## src/rtl/rstvec_redirect.sv

```systemverilog
module rstvec_redirect #(
  parameter int ADDR_W = 16,
  parameter int SEL_W  = 3
) (
  input  logic                    clk,
  input  logic                    poc_n,
  input  logic                    preset_n,
  input  logic                    cfg_use_preset,
  input  logic                    cfg_phantom_en,
  input  logic                    cfg_jump_en,
  input  logic                    cfg_swap,
  input  logic [SEL_W-1:0]        base_a,
  input  logic [SEL_W-1:0]        base_b,
  input  logic [ADDR_W-1:0]       bus_addr,
  input  logic                    bus_access,
  output logic                    phantom_n,
  output logic                    ovr_sel,
  output logic                    ovr_region,
  output logic [ADDR_W-SEL_W-1:0] ovr_offset
);
  localparam int OFS_W = ADDR_W - SEL_W;

  logic             trig_act;
  logic             armed_q;
  logic             active;
  logic [SEL_W-1:0] hi;
  logic [SEL_W-1:0] tgt_base;
  logic             hit_tgt;

  assign trig_act = cfg_use_preset ? !preset_n : !poc_n;
  assign hi       = bus_addr[ADDR_W-1:OFS_W];
  assign tgt_base = cfg_swap ? base_a : base_b;
  assign hit_tgt  = bus_access && !trig_act && (hi == tgt_base);
  assign active   = trig_act || armed_q;

  always_ff @(posedge clk) begin
    if (trig_act)
      armed_q <= 1'b1;
    else if (hit_tgt)
      armed_q <= 1'b0;
  end

  assign phantom_n  = !(active && cfg_phantom_en);
  assign ovr_sel    = active && cfg_jump_en && (hi == '0);
  assign ovr_region = cfg_swap;
  assign ovr_offset = bus_addr[OFS_W-1:0];


  arm_on_trig_chk: assert property (@(posedge clk)
    trig_act |=> (armed_q || !trig_act) && (trig_act || armed_q));


  release_chk: assert property (@(posedge clk) disable iff (trig_act)
    (armed_q && hit_tgt) |=> !armed_q);


  hold_armed_chk: assert property (@(posedge clk) disable iff (trig_act)
    (armed_q && !(bus_access && hi == tgt_base)) |=> armed_q);


  phantom_off_chk: assert property (@(posedge clk) disable iff (trig_act)
    !cfg_phantom_en |-> phantom_n);


  jump_off_chk: assert property (@(posedge clk) disable iff (trig_act)
    !cfg_jump_en |-> !ovr_sel);


  low_window_chk: assert property (@(posedge clk) disable iff (trig_act)
    ovr_sel |-> (hi == '0) && armed_q);
endmodule

```

## config.mk

```make
export PLATFORM = sky130hd
export DESIGN_NAME = rstvec_redirect
export DESIGN_NICKNAME = d
export VERILOG_FILES = /design/src/rtl/rstvec_redirect.sv
export SDC_FILE = /design/constraint.sdc
export NUM_CORES = 1
export LEC_CHECK = 0
export BUFFER_PORTS_ARGS = -buffer_cell sky130_fd_sc_hd__buf_2
export CAP_MARGIN = 30
export CORE_AREA = 4 4 41 43
export CTS_CLUSTER_DIAMETER = 150
export DETAILED_ROUTE_END_ITERATION = 7
export DIE_AREA = 0 0 45 47
export PLACE_DENSITY = 0.66
export SLEW_MARGIN = 20
export SYNTH_ARGS = -nofsm -noshare
export SYNTH_HDL_FRONTEND = slang
export SYNTH_SLANG_ARGS = --single-unit
```

## constraint.sdc

```tcl
create_clock -name clk -period 0.8 [get_ports clk]
set_input_delay 0 -clock clk [delete_from_list [all_inputs] [get_ports clk]]
set_output_delay 0 -clock clk [all_outputs]
set_load 0.005 [all_outputs]
```

==> results.txt <==
----------------------------------------------------
[Synthesis]
  Share of the yosys chip area belonging to registers ... ~8.5%
  Share of the synthesized area in compound gates (AO/OA/AOI/OAI) ... under 10%
  Syn_nets ... 60
  Syn Std Cell Area ... about 240 um2
  Commonest register cell after synthesis ... dfxtp_1
  Post-Synth Adder-Cell Area ... 0%
  Most numerous cell in the Yosys netlist ... buf_4
  Area contributors post-synth ... buf_4 44%, mux2i_1 21%, dfxtp_1 8.5%
  Most used standard cells in the synthesized netlist ... 14 x buf_4, 5 x mux2i_1, 2 x nand2b_1, 2 x xor2_1
  Cell count after synthesis ... 30
  Most area-hungry cell type in the Yosys netlist ... buf_4
  Count of different cell masters after synthesis ... 11
  Yosys warnings ... 0
  Dominant combinational cell family by area after synthesis ... buffers and inverters
  Multiplexer fraction of the synthesized cell area ... 21.2%
  Mean area per synthesized cell ... just under 8 um2
  Fraction of post-synthesis cell area in the top cell type by area ... 44.4%
  Synth async-reset ratio ... 0%
  Synth Register Bits ... 1
  Xor/xnor cell area share of the yosys netlist ... approximately 7.4%
  Number of enable flip-flop cells after synthesis ... 0
  Simple-gate area share of the yosys netlist ... 11.1%

[Power]
  Maximum ir drop on the vdd rail ... 0.0774 mV
  Leak ... ~0.15 nW
  Power Density ... ~620 nW/um2

[Floorplan]
  Die height ... ~47 um
  Width of the die ... about 45 um
  Core outline area ... between 1000 and 1500 um2
  Starting utilization of the core area ... roughly 18%
  Die area ... between 2000 and 2500 um2
  Std cell rows ... 13
  Number of top-level pins ... between 40 and 50

[Timing]
  Actual transition at the worst max-transition pin ... 210 ps
  Final setup violation count ... 0
  Largest clock skew in the final design ... 0 ps
  Max Slew Vio Count ... 0
  Total Negative Setup Slacks ... 0 ps
  Worst slew margin relative to its limit ... between 80% and 90%
  Fraction of the cycle the final worst path needs ... 92.2%
  Fmax ... 1360 MHz
  PnR worst setup slack ... approximately 62 ps
  Final Hold Vio Count ... 0
  Final Critical Period ... roughly 740 ps

[Critical path]
  Depth of the worst register-to-register path ... 2
  Arrival time at the worst endpoint ... ~600 ps
  Sort of element at the end of the critical path ... flop
  Worst r2r src ... armed_q
  CP Launch Type ... primary input
  Required time worst endpoint ... 660 ps
  CP max FO ... 4
  Register-to-register setup slack ... roughly 200 ps
  Classification of the worst setup path ... primary input to flop
  R2r endpoint ... armed_q

[Detailed routing]
  WL final ... 537 um
  Routed metal-1 wirelength ... 170 um
  Met3 Routed Length ... between 100 and 150 um
  Routed via count divided by cell count ... ~4
  Routed wl met2 ... about 240 um
  Mean routed wirelength per cell ... between 10 and 15 um
  Remaining routing DRC violations ... 0
  Number of antenna-violating nets in the routed design ... 0
  Iteration-0 DRC count of the detailed router ... 0
  Via Count ... 200
  Topmost layer with routed signal wires ... met4
  1st-pass router iterations ... 1

[Clock network]
  Cts-stage hold buffer count ... 0
  Register clock-pin slew on the reported worst setup and hold paths ... 0 ps
  Worst-skew pair later-pin latency ... 0 ps

[Run]
  Max-cap check violation count ... 0

[Hold path]
  Start point of the worst hold path ... bus_addr[6]
  Class of the tightest hold or removal check ... primary input to primary output
  Cell depth of the worst min-delay path ... 0
  Hold Path End ... ovr_offset[6]

[Layout]
  Register with the most flip-flops ... armed_q
  Layout net count ... 68
  Largest registers ... armed_q: 1 flops
  Share of post-route cells with drive strength above 1 ... 58.3%
  Area overhead of the layout relative to synthesis ... 13.8%
  Number of fillers in the final layout ... 150
  Final standard cell count with taps included and fillers excluded ... 51
  Largest register FFs ... 1
  Antenna diode instance count ... 0

[GRT]
  Wire length of the first global-routing pass ... around 750 um
  Number of antenna violations at the first check in global routing ... 0
  Largest net degree at the start of global routing ... 5
  Vias in the first global route ... roughly 210
  Total grt overflow ... 0
  Total track usage ... around 4.4%

[Status]
  Outcome ... finished, final reports clean

[Place]
  Pre-CTS setup slack ... -24.7 ps
  IO Port Bufs ... 19
  Routability congestion estimate from global placement ... 0.663
  Total instance count after detailed placement ... 50

----------------------------------------------------
-- routing by layer --
metal,GRT usage [%],vias up
met4,1.17,0
met2,8.47,16
li1,-,98
met1,4.50,84
met3,1.53,2
met5,0,-
-- worst max-delay path by stage --
| stage | startpoint | to | depth (start not counted) |
|---|---|---|---|
| after floorplan | armed_q | ovr_sel | 2 |
| after global placement | cfg_use_preset | ovr_sel | 5 |
| after detailed placement | cfg_swap | armed_q | 4 |
| after CTS | cfg_swap | armed_q | 4 |
| after global routing | cfg_use_preset | ovr_sel | 5 |
| final | cfg_swap | armed_q | 4 |
-- cells in the final DEF (no fill, tap or decap) --
cell type / instances
buf_4: 1
xor2_1: 2
nand2_1: 1
nand2b_1: 2
buf_6: 2
o21ai_0: 1
nor4_1: 1
inv_1: 1
dfxtp_1: 1
mux2i_2: 1
mux2i_1: 4
a41oi_1: 1
nor2_1: 1
buf_2: 17
-- cells by family (layout without fill, tap and decap cells) --
kind of cell | after synthesis | count (layout)
flip-flops | 1 | 1
multiplexers | 5 | 5
buffers and inverters | 15 | 21
AND/OR/NAND/NOR | 5 | 5
AO/OA/AOI/OAI | 2 | 2
XOR/XNOR | 2 | 2
-- final cells by class --
type                    count  area, um2  share of cell area [%]
inverters                   1       3.75                    1.40
multi-input cells          14        111                    41.4
flip-flops and latches      1       20.0                    7.44
well taps                  15       18.8                    6.98
repair buffers             20        115                    42.8
-- metrics by stage --
stage          power (W)  cell area, um2  hold WS [ps]  utilization [%]
3_3_place_gp    0.000151             245        0.0346             18.8
4_1_cts         0.000162             259        0.0346             19.9
6_report        0.000165             269       0.00225             20.7
3_5_place_dp    0.000151             245        0.0346             18.8
2_1_floorplan   0.000152             236          35.3                -
5_1_grt         0.000179             269       0.00795             20.7
-- power breakdown --
group	switching, W	internal (W)
clock network	0	0
logic	0.0000410	0.0000686
registers	0.00000131	0.0000545
-- worst max-delay path, cell delays in order --
cell	delay [ps]
buf_6	90
mux2i_1	200
mux2i_1	200
a41oi_1	110
-- what timing repair did --
item | in CTS | in global routing
pin swaps | 0 | 3
gates resized for setup | 2 | 2
buffers inserted | 1 | 0
setup endpoints to repair | 2 | 2
(Power assumes the default switching activity.)
